`src/rtl/sio_cfg_pkg.sv`:
```
package sio_cfg_pkg;
  typedef enum logic [1:0] {
    ST_SEALED = 2'd0,
    ST_KEY1   = 2'd1,
    ST_OPEN   = 2'd2,
    ST_EXIT1  = 2'd3
  } lock_st_t;

  localparam logic [7:0] KEY_OPEN_A  = 8'h80;
  localparam logic [7:0] KEY_OPEN_B  = 8'h86;
  localparam logic [7:0] KEY_SEAL_A  = 8'h68;
  localparam logic [7:0] KEY_SEAL_B  = 8'h08;

  localparam logic [7:0] IX_SELECT   = 8'h07;
  localparam logic [7:0] IX_SHARED   = 8'h29;
  localparam logic [7:0] IX_ACTIVATE = 8'h30;
  localparam logic [7:0] IX_BASE_HI  = 8'h60;
  localparam logic [7:0] IX_BASE_LO  = 8'h61;
endpackage

```
`src/rtl/sio_lock_fsm.sv`:
```
module sio_lock_fsm
  import sio_cfg_pkg::*;
(
  input  logic       clk,
  input  logic       rst_n,
  input  logic       idx_wr,
  input  logic [7:0] wdata,
  output logic       unlocked
);
  lock_st_t st_q, st_d;

  always_comb begin
    st_d = st_q;
    if (idx_wr) begin
      unique case (st_q)
        ST_SEALED: if (wdata == KEY_OPEN_A) st_d = ST_KEY1;
        ST_KEY1: begin
          if (wdata == KEY_OPEN_B)      st_d = ST_OPEN;
          else if (wdata == KEY_OPEN_A) st_d = ST_KEY1;
          else                          st_d = ST_SEALED;
        end
        ST_OPEN: if (wdata == KEY_SEAL_A) st_d = ST_EXIT1;
        ST_EXIT1: begin
          if (wdata == KEY_SEAL_B)      st_d = ST_SEALED;
          else if (wdata == KEY_SEAL_A) st_d = ST_EXIT1;
          else                          st_d = ST_OPEN;
        end
        default: st_d = ST_SEALED;
      endcase
    end
  end

  always_ff @(posedge clk) begin
    if (!rst_n) st_q <= ST_SEALED;
    else        st_q <= st_d;
  end

  assign unlocked = (st_q == ST_OPEN) || (st_q == ST_EXIT1);

  AST_OPEN_NEEDS_KEY: assert property (@(posedge clk) disable iff (!rst_n)
    (unlocked && !$past(unlocked)) |-> ($past(idx_wr) && $past(wdata) == KEY_OPEN_B));
  AST_SEAL_NEEDS_KEY: assert property (@(posedge clk) disable iff (!rst_n)
    (!unlocked && $past(unlocked)) |-> ($past(idx_wr) && $past(wdata) == KEY_SEAL_B));
  AST_STRAY_RESTARTS: assert property (@(posedge clk) disable iff (!rst_n)
    (st_q == ST_KEY1 && idx_wr && wdata != KEY_OPEN_A && wdata != KEY_OPEN_B)
      |=> (st_q == ST_SEALED));
endmodule

```
`src/rtl/sio_dev_bank.sv`:
```
module sio_dev_bank (
  input  logic        clk,
  input  logic        rst_n,
  input  logic        wr_act,
  input  logic        wr_hi,
  input  logic        wr_lo,
  input  logic [7:0]  wdata,
  output logic        en,
  output logic [15:0] base
);
  always_ff @(posedge clk) begin
    if (!rst_n) begin
      en   <= 1'b0;
      base <= 16'h0000;
    end else begin
      if (wr_act) en <= wdata[0];
      if (wr_hi)  base[15:8] <= wdata;
      if (wr_lo)  base[7:0]  <= wdata;
    end
  end

  AST_BANK_HOLD: assert property (@(posedge clk) disable iff (!rst_n)
    !(wr_act || wr_hi || wr_lo) |=> ($stable(en) && $stable(base)));
  AST_ACT_BIT: assert property (@(posedge clk) disable iff (!rst_n)
    wr_act |=> (en == $past(wdata[0])));
  AST_BASE_HI: assert property (@(posedge clk) disable iff (!rst_n)
    wr_hi |=> (base[15:8] == $past(wdata)));
endmodule

```
`src/rtl/sio_shared_reg.sv`:
```
module sio_shared_reg (
  input  logic       clk,
  input  logic       rst_n,
  input  logic       wr,
  input  logic [2:0] wbits,
  output logic       irq_en,
  output logic [1:0] prediv,
  output logic [7:0] rd_val
);
  always_ff @(posedge clk) begin
    if (!rst_n) begin
      irq_en <= 1'b0;
      prediv <= 2'b00;
    end else if (wr) begin
      irq_en <= wbits[0];
      prediv <= wbits[2:1];
    end
  end

  assign rd_val = {4'b0000, prediv, 1'b0, irq_en};

  AST_SHARED_WRITE: assert property (@(posedge clk) disable iff (!rst_n)
    wr |=> (irq_en == $past(wbits[0]) && prediv == $past(wbits[2:1])));
  AST_SHARED_HOLD: assert property (@(posedge clk) disable iff (!rst_n)
    !wr |=> ($stable(irq_en) && $stable(prediv)));
endmodule

```
`src/rtl/sio_cfg_port.sv`:
```
module sio_cfg_port
  import sio_cfg_pkg::*;
#(
  parameter int unsigned ADDR_W    = 16,
  parameter int unsigned BASE_ADDR = 16'h004E,
  parameter int unsigned NUM_DEV   = 3,
  parameter int unsigned SEL_FIRST = 4
) (
  input  logic                  clk,
  input  logic                  rst_n,
  input  logic [ADDR_W-1:0]     io_addr,
  input  logic                  io_wr,
  input  logic [7:0]            io_wdata,
  output logic [7:0]            io_rdata,
  output logic [NUM_DEV-1:0]    dev_en,
  output logic [NUM_DEV*16-1:0] dev_base,
  output logic                  irq_en,
  output logic [1:0]            clk_prediv
);
  localparam logic [ADDR_W-1:0] IDX_PORT = ADDR_W'(BASE_ADDR);
  localparam logic [ADDR_W-1:0] DAT_PORT = ADDR_W'(BASE_ADDR + 1);

  logic        unlocked;
  logic        idx_wr, dat_wr;
  logic [7:0]  idx_q, sel_q;
  logic [7:0]  shared_rd;
  logic [7:0]  reg_rd;
  logic [NUM_DEV-1:0] hit;
  logic [NUM_DEV-1:0] en_v;
  logic [15:0] base_v [NUM_DEV];

  assign idx_wr = io_wr && (io_addr == IDX_PORT);
  assign dat_wr = io_wr && (io_addr == DAT_PORT) && unlocked;

  sio_lock_fsm u_lock (
    .clk      (clk),
    .rst_n    (rst_n),
    .idx_wr   (idx_wr),
    .wdata    (io_wdata),
    .unlocked (unlocked)
  );

  always_ff @(posedge clk) begin
    if (!rst_n)        idx_q <= 8'h00;
    else if (!unlocked) idx_q <= 8'h00;
    else if (idx_wr)   idx_q <= io_wdata;
  end

  always_ff @(posedge clk) begin
    if (!rst_n)                                sel_q <= 8'h00;
    else if (dat_wr && idx_q == IX_SELECT)     sel_q <= io_wdata;
  end

  sio_shared_reg u_shared (
    .clk    (clk),
    .rst_n  (rst_n),
    .wr     (dat_wr && idx_q == IX_SHARED),
    .wbits  ({io_wdata[3:2], io_wdata[0]}),
    .irq_en (irq_en),
    .prediv (clk_prediv),
    .rd_val (shared_rd)
  );

  for (genvar k = 0; k < NUM_DEV; k++) begin : g_dev
    localparam logic [7:0] MY_SEL = 8'(SEL_FIRST + k);
    assign hit[k] = (sel_q == MY_SEL);

    sio_dev_bank u_bank (
      .clk    (clk),
      .rst_n  (rst_n),
      .wr_act (dat_wr && hit[k] && idx_q == IX_ACTIVATE),
      .wr_hi  (dat_wr && hit[k] && idx_q == IX_BASE_HI),
      .wr_lo  (dat_wr && hit[k] && idx_q == IX_BASE_LO),
      .wdata  (io_wdata),
      .en     (en_v[k]),
      .base   (base_v[k])
    );

    assign dev_en[k]             = en_v[k];
    assign dev_base[16*k +: 16]  = base_v[k];
  end

  always_comb begin
    reg_rd = 8'h00;
    unique case (idx_q)
      IX_SELECT: reg_rd = sel_q;
      IX_SHARED: reg_rd = shared_rd;
      IX_ACTIVATE, IX_BASE_HI, IX_BASE_LO: begin
        for (int k = 0; k < NUM_DEV; k++) begin
          if (hit[k]) begin
            if (idx_q == IX_ACTIVATE)     reg_rd = {7'b0, en_v[k]};
            else if (idx_q == IX_BASE_HI) reg_rd = base_v[k][15:8];
            else                          reg_rd = base_v[k][7:0];
          end
        end
      end
      default: reg_rd = 8'h00;
    endcase
  end

  assign io_rdata = (io_addr == DAT_PORT && unlocked) ? reg_rd : 8'hFF;

  AST_SEALED_READ_FF: assert property (@(posedge clk) disable iff (!rst_n)
    !unlocked |-> (io_rdata == 8'hFF));
  AST_SEALED_NO_WRITE: assert property (@(posedge clk) disable iff (!rst_n)
    (!unlocked && io_wr) |=> ($stable(dev_en) && $stable(dev_base) && $stable(sel_q)));
  AST_FOREIGN_ADDR: assert property (@(posedge clk) disable iff (!rst_n)
    (io_wr && io_addr != IDX_PORT && io_addr != DAT_PORT)
      |=> ($stable(unlocked) && $stable(idx_q) && $stable(dev_en) && $stable(irq_en)));
  AST_ONE_BANK: assert property (@(posedge clk) disable iff (!rst_n)
    $onehot0(hit));
endmodule

```
`config.mk`:
```
export PLATFORM = sky130hd
export DESIGN_NAME = sio_cfg_port
export DESIGN_NICKNAME = d
export VERILOG_FILES = /design/src/rtl/sio_cfg_pkg.sv /design/src/rtl/sio_lock_fsm.sv /design/src/rtl/sio_dev_bank.sv /design/src/rtl/sio_shared_reg.sv /design/src/rtl/sio_cfg_port.sv
export SDC_FILE = /design/constraint.sdc
export NUM_CORES = 1
export LEC_CHECK = 0
export ABC_CLOCK_PERIOD_IN_PS = 3100
export BUFFER_PORTS_ARGS = -buffer_cell sky130_fd_sc_hd__buf_2
export CORE_MARGIN = 3
export CORE_UTILIZATION = 40
export CTS_BUF_LIST = sky130_fd_sc_hd__clkbuf_16
export DETAILED_ROUTE_END_ITERATION = 12
export PLACE_DENSITY_LB_ADDON = 0.12
export SLEW_MARGIN = 20
export SYNTH_ARGS = -nofsm -noshare
export SYNTH_HDL_FRONTEND = slang
export SYNTH_HIERARCHICAL = 1
export SYNTH_SLANG_ARGS = --single-unit
```
`constraint.sdc`:
```
create_clock -name clk -period 3.1 [get_ports clk]
set_clock_uncertainty 0.15 [all_clocks]
set_input_delay 0.155 -clock clk [delete_from_list [all_inputs] [get_ports clk]]
set_output_delay 0.155 -clock clk [all_outputs]
set_load 0.02 [all_outputs]
```
==> results of run 1 <==
## area by class of cell
cell class	count	area [um^2]	share of cell area, %
clock buffers	9	225	5.09
well taps	108	135	3.05
inverters	5	18.8	0.424
multi-input cells	260	2000	45.3
clock inverters	7	86.3	1.95
repair buffers	98	515	11.6
flip-flops and latches	72	1440	32.6
## worst min path at each step
| stage | startpoint | to | depth (start not counted) |
|---|---|---|---|
| 6_report | rst_n | u_lock/st_q[1] | 3 |
| 5_1_grt | rst_n | g_dev[2].u_bank/base[8] | 2 |
| 4_1_cts | rst_n | u_lock/st_q[1] | 3 |
| 3_5_place_dp | u_lock/st_q[0] | u_lock/st_q[1] | 1 |
| 3_3_place_gp | u_lock/st_q[0] | u_lock/st_q[1] | 1 |
| 2_1_floorplan | rst_n | u_lock/st_q[0] | 1 |
## stage by stage
step	setup WS, ps	utilization (%)	instances	instance area, um^2	hold WS, ps
finish	158	50.3	559	4430	33.2
detailed placement	510	46.7	543	4120	320
floorplan	680	-	364	3680	131
global route	37.5	50.3	559	4430	51.8
global placement	461	46.7	543	4120	313
CTS	151	50.3	559	4430	37.1
## kinds of logic after synthesis
group	after synthesis	synth area share, %
AOI/OAI and AO/OA	36	8.57
buffers and inverters	32	6.38
DFF	72	39.3
muxes	91	24.9
other	1	0.102
and+or+nand+nor	128	20.8
## registers in the layout, indices dropped and copies added, names as in the netlist
register,count
u_shared/prediv,2
u_shared/irq_en,1
sel_q,8
u_lock/st_q,2
g_dev.u_bank/en,3
idx_q,8
g_dev.u_bank/base,48
## synth_stat cells, types with 3 or more instances
library cell	number	share of area [%]
a22oi_1	8	1.6
buf_2	6	0.82
buf_4	8	1.6
buf_6	8	2.5
clkbuf_1	3	0.31
dfxtp_1	72	39
inv_1	5	0.51
mux2i_1	91	25
nand2_1	6	0.61
nand2b_1	3	0.51
nand3_1	4	0.55
nand4_1	3	0.51
nor2_1	22	2.3
nor2b_1	66	11
nor3_1	4	0.55
o221a_2	7	2.2
o221ai_1	10	2.4
or3_1	3	0.51
## per-layer routing
layer / wire length (um) / track usage, %
met2: 4770 / 33.1
met5: 0 / 0
met1: 4870 / 27.5
met4: 95 / 5.83
met3: 501 / 3.79
## power groups by stage
stage	clock (mW)	combinational, mW	sequential [mW]
after floorplan	0	0.0259	0.946
after global placement	0	0.0705	0.946
after detailed placement	0	0.0717	0.946
after CTS	1.11	0.0721	0.925
after global routing	1.14	0.0768	0.925
final	1.09	0.0713	0.925
## worst register-to-register path: stages, from the launching register on
cell     delay [ps]
dfxtp_1         320
or4_1           540
nor4_1          420
nand3_1         200
nor2_1          240
buf_4           230
mux2i_1         210
nor2b_1          60
==> results by group, run 1 <==
Setup path
  – Critical path's largest stage delay: 440 ps
  – Startpoint Class: flip-flop
  – Worst Path Buf+Inv: 2
  – FF-to-FF setup slack: 610 ps
  – FF-to-FF End: g_dev[0].u_bank/base[6]
  – CP top delay family: simple AND/OR/NAND/NOR gates
  – Crit path to: io_rdata[2]
  – Crit path from: idx_q[5]
  – Worst-path cell chain: or3b_1 -> or3_1 -> buf_4 -> mux2i_1 -> o221a_2 -> o221ai_1 -> buf_2
  – CP arrival: 2640 ps
  – R2R depth: 7
  – Crit. path cell count: 7
  – CP endpoint kind: primary output
  – Worst Path Max Fanout: 24
  – R2R Path Start: sel_q[3]
  – Crit path required time: 2790 ps
  – Critical-path top delay cell: or3b_1
  – Crit path kind: reg2out

STA
  – Period utilisation layout: 94.9%
  – Worst slew pin tran: 663 ps
  – Final setup vio count: 0
  – Max Clk Rate: 0.340 GHz
  – Max_slew headroom: 55.7%
  – Final Hold Vio Count: 0
  – Max-slew violation count: 0
  – TNS Setup: 0 ps
  – RSZ-0062 raised after global routing: false
  – Tmin final: 2940 ps

Route
  – DRC: 0
  – Post-Route WL: 10.2 mm
  – Drt wl/cell: 18.3 um
  – Drt pass-1 iters: 4
  – Initial drt markers: 126
  – Via count: 2,970
  – Remaining antenna violation count: 0
  – DR vias/cell: 5.31

Logic synthesis
  – Synth Instances: 360
  – Main synth FF type: dfxtp_1
  – Post-Syn Area: 3660 um^2
  – Synth Warn #: 6
  – Seq/Total Area, Yosys: 39.3%
  – Synthesized area per cell: 10.2 um^2
  – Netlist cell types: 44
  – EDFF count, synth: 0
  – Synth async-reset ratio: 0%
  – Synthesis-stage register bit count: 72

Power
  – Int Power: 1.65 mW
  – Clock Power Share: 52.2%
  – Pwr Total: 2.08 mW
  – P_leak: 1.75 nW
  – Logic gate share of total power: 3.4%
  – Switch share: 20.8%
  – Sequential share of power: 44.4%
  – Pwr/cell area: 471 nW/um^2
  – Worst vdd ir: 0.000240 V
  – Net Sw Power: 433 uW

Floorplan
  – Initial Util: 41.6%
  – Core Box Area: 8810 um^2
  – Die H: 102 um
  – Die area: 10,300 um^2
  – # rows: 34
  – Die X: 102 um
  – Top Ports: 89

Clock network
  – CTS Buf Count: 9
  – CTS clock-pin slew for the worst setup and hold paths: 60 ps
  – # hold bufs at CTS: 0
  – Postcts setup bufs: 0
  – CTS Sinks: 72
  – Clock buffer depth: 2
  – CTS tree: done
  – H-tree depth: 3
  – Clock Tree Root: clkbuf_16
  – Worst-Skew Late Latency: 330 ps
  – Post-cts sizing count: 0

Placed design
  – Post-DP HPWL: 7.24 mm
  – Gpl congestion: 0.787
  – Port bufs: 88

Global routing
  – Largest net degree at the start of global routing: 56
  – First-pass GRT wire length: 15.8 mm
  – Initial antenna violation count: 0
  – Total global routing track utilization: 20.3%
  – Gr ovfl total: 0
  – Vias in the first global route: 2,846

Run status
  – Status: completed

Cells and area
  – Most common cell after layout, fill and taps aside: mux2i_1
  – Area Growth Syn to Fin: 20.8%
  – Number of fill cells in the layout: 852
  – Layout cells sized above 1: 27.1%
  – Final nets: 473
  – Diode count: 0
  – Most frequent cells in the layout: mux2i_1, buf_2, dfxtp_1, nor2b_1, nor2_1

Flow run
  – Max-capacitance violation count: 0

Min path
  – HP Class: in2reg
(Power assumes the default switching activity.)
==> run 2, diff against run 1 <==
--- a/config.mk
+++ b/config.mk
@@ -8,12 +8,11 @@
 export ABC_CLOCK_PERIOD_IN_PS = 3100
 export BUFFER_PORTS_ARGS = -buffer_cell sky130_fd_sc_hd__buf_2
 export CORE_MARGIN = 3
-export CORE_UTILIZATION = 40
+export CORE_UTILIZATION = 53
 export CTS_BUF_LIST = sky130_fd_sc_hd__clkbuf_16
 export DETAILED_ROUTE_END_ITERATION = 12
 export PLACE_DENSITY_LB_ADDON = 0.12
 export SLEW_MARGIN = 20
 export SYNTH_ARGS = -nofsm -noshare
 export SYNTH_HDL_FRONTEND = slang
-export SYNTH_HIERARCHICAL = 1
 export SYNTH_SLANG_ARGS = --single-unit
==> run 2 against run 1 <==
Effect of this change: fmax up 1.2%; utilization increased by 19 points; cell area decreased by 5.2%.
==> results by group, run 2 <==
Run status
  – Status: completed

Setup path
  – CP arrival: 2600 ps (-40 ps)
  – FF-to-FF End: g_dev[1].u_bank.base[12]
  – Startpoint Class: flip-flop
  – Crit path kind: reg2out
  – Worst Path Max Fanout: 9 (-63%)
  – R2R Path Start: idx_q[3]
  – Crit path to: io_rdata[0]
  – Critical path's largest stage delay: 590 ps (+150 ps)
  – Worst-path cell chain: or4b_4 -> nor3_4 -> buf_4 -> mux2_1 -> a2bb2oi_1 -> o221ai_1 -> buf_2
  – Critical-path top delay cell: or4b_4
  – Crit path required time: 2790 ps (about the same)
  – R2R depth: 5 (-2)
  – Crit path from: idx_q[3]
  – CP endpoint kind: primary output
  – FF-to-FF setup slack: 550 ps (-60 ps)

STA
  – RSZ-0062 raised after global routing: false
  – Max-slew violation count: 0 (unchanged)
  – Worst slew pin tran: 576 ps (-87.1 ps)
  – Max_slew headroom: 61.6% (+6.0 points)
  – TNS Setup: 0 ps (unchanged)
  – Max Clk Rate: 0.344 GHz (+1.2%)
  – Tmin final: 2910 ps (-35.9 ps)
  – Period utilisation layout: 93.7% (-1.2 points)
  – Post-route setup slack: 194 ps (+35.9 ps)
  – Final setup vio count: 0 (unchanged)
  – Final Hold Vio Count: 0 (unchanged)

Cells and area
  – Diode count: 0 (unchanged)
  – Most common cell after layout, fill and taps aside: buf_2
  – Most frequent cells in the layout: buf_2, mux2i_1, dfxtp_1, nand2_1, nor2_1
  – Biggest regs: g_dev.u_bank.base: 48 flops, idx_q: 8 flops, sel_q: 8 flops
  – Final nets: 473 (unchanged)
  – Area of the multi-input gates: 1870 um^2 (-6.6%)
  – Area Growth Syn to Fin: 21.8%
  – FF/Latch Area: 1440 um^2 (unchanged)
  – Largest reg by FF count: g_dev.u_bank.base
  – Layout cells sized above 1: 26.8% (-0.22 points)
  – Final Instance Area: 4200 um^2 (-5.2%)
  – Max FFs per register: 48 (unchanged)
  – Number of fill cells in the layout: 512 (-40%)

Route
  – Drt pass-1 iters: 6 (+2)
  – DR vias/cell: 5.71 (+7.5%)
  – Remaining antenna violation count: 0 (unchanged)
  – Post-Route WL: 9.37 mm (-8.5%)
  – DRC: 0 (unchanged)
  – Via count: 3,003 (+1.1%)
  – Initial drt markers: 129 (+2.4%)
  – Drt wl/cell: 17.8 um (-2.7%)

Floorplan
  – Die H: 86.6 um (-15%)
  – # rows: 28 (-18%)
  – Die X: 86.6 um (-15%)
  – Core Box Area: 6100 um^2 (-31%)
  – Die area: 7500 um^2 (-27%)
  – Top Ports: 89 (unchanged)
  – Initial Util: 56.5% (+15 points)

Placed design
  – Gpl congestion: 0.891 (+13%)
  – Post-DP HPWL: 6.81 mm (-5.9%)
  – Port bufs: 88 (unchanged)
  – Worst slack, placed: 580 ps (+69.4 ps)
  – Placed inst area: 3920 um^2 (-4.8%)

Logic synthesis
  – Netlist cell types: 47 (+6.8%)
  – Synthesis-stage register bit count: 72 (unchanged)
  – Seq/Total Area, Yosys: 41.8% (+2.5 points)
  – Synth cell count leaders: mux2i_1, dfxtp_1, nand2_1
  – EDFF count, synth: 0 (unchanged)
  – Synth async-reset ratio: 0% (unchanged)
  – Synth Instances: 362 (+0.56%)
  – Post-Syn Area: 3450 um^2 (-6.0%)
  – Largest cells by area after synthesis: dfxtp_1, mux2i_1, nand2_1, nor2_1, o221ai_1
  – Main synth FF type: dfxtp_1
  – Biggest area consumer among synthesized cells: dfxtp_1
  – Synthesized area per cell: 9.52 um^2 (-6.5%)
  – Top-count cell post-synth: mux2i_1
  – Post-synth top area share: 41.8% (+2.5 points)
  – Synth Warn #: 0 (-6)
  – Syn_nets: 389

Power
  – P_leak: 1.96 nW (+12%)
  – Pwr/cell area: 451 nW/um^2 (-4.2%)
  – Worst vdd ir: 0.000379 V (+58%)
  – Pwr Total: 1.89 mW (-9.2%)

Clock network
  – CTS Sinks: 72 (unchanged)
  – CTS clock-pin slew for the worst setup and hold paths: 60 ps (about the same)
  – CTS Buf Count: 9 (unchanged)
  – Worst-Skew Late Latency: 330 ps (about the same)
  – Clock buffer depth: 2 (unchanged)
  – CTS tree: done
  – Post-cts sizing count: 0 (unchanged)
  – H-tree depth: 3 (unchanged)
  – Clock Tree Root: clkbuf_16

Global routing
  – Vias in the first global route: 2,893 (+1.7%)
  – Gr ovfl total: 0 (unchanged)
  – Initial antenna violation count: 0 (unchanged)
  – Largest net degree at the start of global routing: 33 (-41%)
  – First-pass GRT wire length: 15.0 mm (-5.2%)
  – Total global routing track utilization: 25.8% (+5.5 points)

Flow run
  – Max-capacitance violation count: 0 (unchanged)

Min path
  – HP Class: in2reg
run 2: cell families (layout without fill, tap and decap cells):
logic type             after synthesis  after routing  share of synthesized area (%)
AO/OA/AOI/OAI                       29             29                           5.88
buffers and inverters               27            116                           3.81
flip-flops                          72             72                           41.8
multiplexers                        94             94                           27.6
AND/OR/NAND/NOR                    140            140                           20.9
run 2: metal layers:
metal,up-vias,routed length [um],track usage (%)
met4,0,135,8.50
met2,110,4430,41.1
met1,1416,4120,34.4
li1,1467,-,-
met3,10,680,6.27
met5,-,0,0
run 2: final cells by class:
type / instances / area share [%]
Multi-Input combinational cell: 263 / 44.6
Sequential cell: 72 / 34.4
Timing Repair Buffer: 98 / 12.4
Clock buffer: 9 / 5.37
Tap cell: 75 / 2.24
Clock inverter: 7 / 0.805
Inverter: 2 / 0.179
run 2: worst min path at each step:
stage                   start                        to  depth (start not counted)
3_3_place_gp   u_lock.st_q[0]            u_lock.st_q[1]                          2
5_1_grt           io_wdata[4]  g_dev[1].u_bank.base[12]                          3
3_5_place_dp   u_lock.st_q[0]            u_lock.st_q[1]                          2
2_1_floorplan     io_wdata[2]  g_dev[1].u_bank.base[10]                          2
4_1_cts           io_wdata[1]   g_dev[1].u_bank.base[9]                          3
6_report          io_wdata[1]   g_dev[1].u_bank.base[9]                          3
run 2: critical path, delay by kind of cell (launching register included):
kind / cells / cell delay (ps)
flops: 1 / 370
simple gates: 2 / 780
mux: 1 / 340
buf+inv: 2 / 420
compound gates: 2 / 360
run 2: stage by stage:
stage | hold slack [ps] | util (%) | instances
final | 4.03 | 68.8 | 526
after global routing | 40.5 | 68.8 | 526
after CTS | 4.12 | 68.8 | 526
after detailed placement | 306 | 64.2 | 508
after global placement | 301 | 64.2 | 508
after floorplan | 149 | - | 362
run 2: repair_timing:
| item | CTS | global route |
|---|---|---|
| hold buffers | 2 | 0 |
| endpoints found under the hold margin | 4 | 0 |
| setup buffers | 0 | 0 |
run 2: report_power, final:
part	total (mW)	switching [mW]	internal, mW
sequential	0.926	0.000000114	0.926
combinational	0.0670	0.0464	0.0206
clock	0.899	0.371	0.527
total	1.89	0.418	1.47
==> run 3, diff against run 2 <==
--- a/config.mk
+++ b/config.mk
@@ -11,6 +11,7 @@
 export CORE_UTILIZATION = 53
 export CTS_BUF_LIST = sky130_fd_sc_hd__clkbuf_16
 export DETAILED_ROUTE_END_ITERATION = 12
+export GPL_TIMING_DRIVEN = 0
 export PLACE_DENSITY_LB_ADDON = 0.12
 export SLEW_MARGIN = 20
 export SYNTH_ARGS = -nofsm -noshare
==> run 3 against run 2 <==
Effect of this change: worst setup slack worse by 34 ps; via count up 4.1%; cell area grew 2.6%; non-clock buffer count up 20; wire length rose by 3.3%; final cell count is 3.8% higher; critical path depth is 1 lower; utilization grew 1.8 points; combinational power rose by 1%; count of clock-buffer cells in the layout stayed put; critical path type unchanged; largest cell class unchanged.
==> results by group, run 3 (synthesis gave the netlist of run 2 again) <==
Setup path
  – CP endpoint kind: primary output
  – FF-to-FF End: sel_q[5]
  – CP arrival: 2640 ps (+40 ps)
  – R2R depth: 8 (+3)
  – Startpoint Class: flip-flop
  – R2R Path Start: idx_q[0]
  – CP top delay family: simple AND/OR/NAND/NOR gates
  – Critical path's largest stage delay: 580 ps (about the same)
  – Critical-path top delay cell: or4b_4
  – Worst Path Max Fanout: 10 (+1)
  – Worst-path cell chain: or4b_4 -> nor3_4 -> buf_4 -> mux2_1 -> o221ai_1 -> buf_2
  – FF-to-FF setup slack: 470 ps (-80 ps)
  – Crit path kind: reg2out
  – Worst Path Buf+Inv: 2 (unchanged)
  – Crit path required time: 2790 ps (about the same)

Floorplan
  – Die X: 86.6 um (unchanged)
  – Top Ports: 89 (unchanged)
  – Core Box Area: 6100 um^2 (unchanged)
  – Die area: 7500 um^2 (unchanged)
  – Initial Util: 56.5% (unchanged)
  – # rows: 28 (unchanged)
  – Die H: 86.6 um (unchanged)

Global routing
  – Gr ovfl total: 0 (unchanged)
  – Vias in the first global route: 3,015 (+4.2%)
  – Total global routing track utilization: 25.9% (+0.075 points)
  – Initial antenna violation count: 0 (unchanged)
  – Largest net degree at the start of global routing: 12 (-64%)
  – First-pass GRT wire length: 14.9 mm (-0.37%)

Route
  – Initial drt markers: 159 (+23%)
  – DRC: 0 (unchanged)
  – WL met3: 548 um (-19%)
  – Via count: 3,126 (+4.1%)
  – Drt pass-1 iters: 5 (-1)
  – DR vias/cell: 5.73 (+0.28%)
  – Remaining antenna violation count: 0 (unchanged)
  – Wire length on met2: 4.59 mm (+3.7%)
  – Post-Route WL: 9.68 mm (+3.3%)
  – Drt wl/cell: 17.7 um (-0.46%)
  – Highest layer used for signal routing: met4
  – DRT met1 WL: 4.40 mm (+6.6%)

Cells and area
  – Biggest regs: g_dev.u_bank.base: 48 flops, idx_q: 8 flops, sel_q: 8 flops
  – Final Instance Area: 4300 um^2 (+2.6%)
  – Largest reg by FF count: g_dev.u_bank.base
  – Area Growth Syn to Fin: 24.9%
  – Most frequent cells in the layout: buf_2, mux2i_1, dfxtp_1, nand2_1, nor2_1
  – Diode count: 0 (unchanged)
  – Layout cells sized above 1: 27.6% (+0.77 points)
  – Final nets: 493 (+4.2%)
  – Max FFs per register: 48 (unchanged)
  – Most common cell after layout, fill and taps aside: buf_2

Clock network
  – CTS clock-pin slew for the worst setup and hold paths: 60 ps (about the same)
  – Clock Tree Root: clkbuf_16
  – CTS Buf Count: 9 (unchanged)
  – CTS Sinks: 72 (unchanged)
  – H-tree depth: 3 (unchanged)
  – Worst-Skew Late Latency: 330 ps (about the same)
  – CTS tree: done
  – Clock buffer depth: 2 (unchanged)

STA
  – Final Hold Vio Count: 0 (unchanged)
  – Worst slew pin tran: 539 ps (-36.6 ps)
  – Tmin final: 2940 ps (+34.2 ps)
  – WHS: 2.70 ps (-1.32 ps)
  – TNS Setup: 0 ps (unchanged)
  – RSZ-0062 raised after global routing: false
  – Period utilisation layout: 94.9% (+1.1 points)
  – Max-slew violation count: 0 (unchanged)
  – Max_slew headroom: 64.1% (+2.4 points)
  – Final setup vio count: 0 (unchanged)
  – Max Clk Rate: 0.340 GHz (-1.2%)

Power
  – P_leak: 2.01 nW (+2.7%)
  – Pwr Total: 1.98 mW (+4.6%)
  – Pwr/cell area: 460 nW/um^2 (+2.0%)
  – Worst vdd ir: 0.000394 V (+3.8%)

Placed design
  – Post-DP HPWL: 7.05 mm (+3.5%)
  – Port bufs: 88 (unchanged)
  – Gpl congestion: 0.910 (+2.1%)
  – Placed inst area: 3980 um^2 (+1.6%)

Min path
  – HP Class: in2reg
  – Min-Delay Endpoint: idx_q[1]
  – Hold depth: 3 (unchanged)
  – Hold wc startpoint: io_wdata[1]

Run status
  – Status: completed

Flow run
  – Max-capacitance violation count: 0 (unchanged)
## run 3: where the power goes
group / switching, mW / total [mW] / leakage (nW) / internal, mW
Sequential: 0.000000146 / 0.926 / 0.580 / 0.926
Combinational: 0.0480 / 0.0679 / 1.29 / 0.0199
Clock: 0.376 / 0.984 / 0.147 / 0.608
Total: 0.424 / 1.98 / 2.01 / 1.55
## run 3: cell type report
type | count | area (um^2)
Clock inverter | 7 | 55.1
Sequential cell | 72 | 1440
Multi-Input combinational cell | 263 | 1870
Inverter | 2 | 7.51
Fill cell | 488 | 1790
Buffer | 25 | 126
Timing Repair Buffer | 93 | 480
Clock buffer | 9 | 225
Tap cell | 75 | 93.8
## run 3: metal layers
metal | vias up | global-route usage, %
li1 | 1515 | -
met5 | - | 0
met1 | 1482 | 33.9
met2 | 113 | 43.1
met3 | 16 | 3.90
met4 | 0 | 9.63
## run 3: worst max path at each step
stage                  start     endpoint  slack (ps)  depth (start not counted)
finish              idx_q[3]  io_rdata[6]         160                          6
global route        sel_q[7]  io_rdata[5]          40                          8
CTS                 idx_q[3]  io_rdata[5]          40                          6
detailed placement  idx_q[3]  io_rdata[5]         310                          6
global placement    idx_q[3]  io_rdata[5]         300                          6
floorplan           idx_q[3]  io_rdata[5]         520                          5
## run 3: per-stage QoR
step           util, %  cells  setup WS [ps]
2_1_floorplan        -    362            516
3_3_place_gp      65.3    525            301
3_5_place_dp      65.3    525            308
4_1_cts           70.1    542           44.5
5_1_grt           70.6    546           44.0
6_report          70.6    546            160
## run 3: worst reg2reg max path, stage by stage (launching register included)
cell      delay, ps
dfxtp_1         450
nor4b_1         440
and2_1          210
buf_2           210
or4b_1          460
clkbuf_1        200
buf_2           230
nand3_1          90
o21ai_1          70
## run 3: what timing repair did
item / in CTS / in global routing
setup endpoints to repair: 2 / 2
pin swaps: 0 / 1
buffers inserted: 0 / 4
endpoints found under the hold margin: 1 / 0
gates resized for setup: 1 / 0
hold buffers: 1 / 0
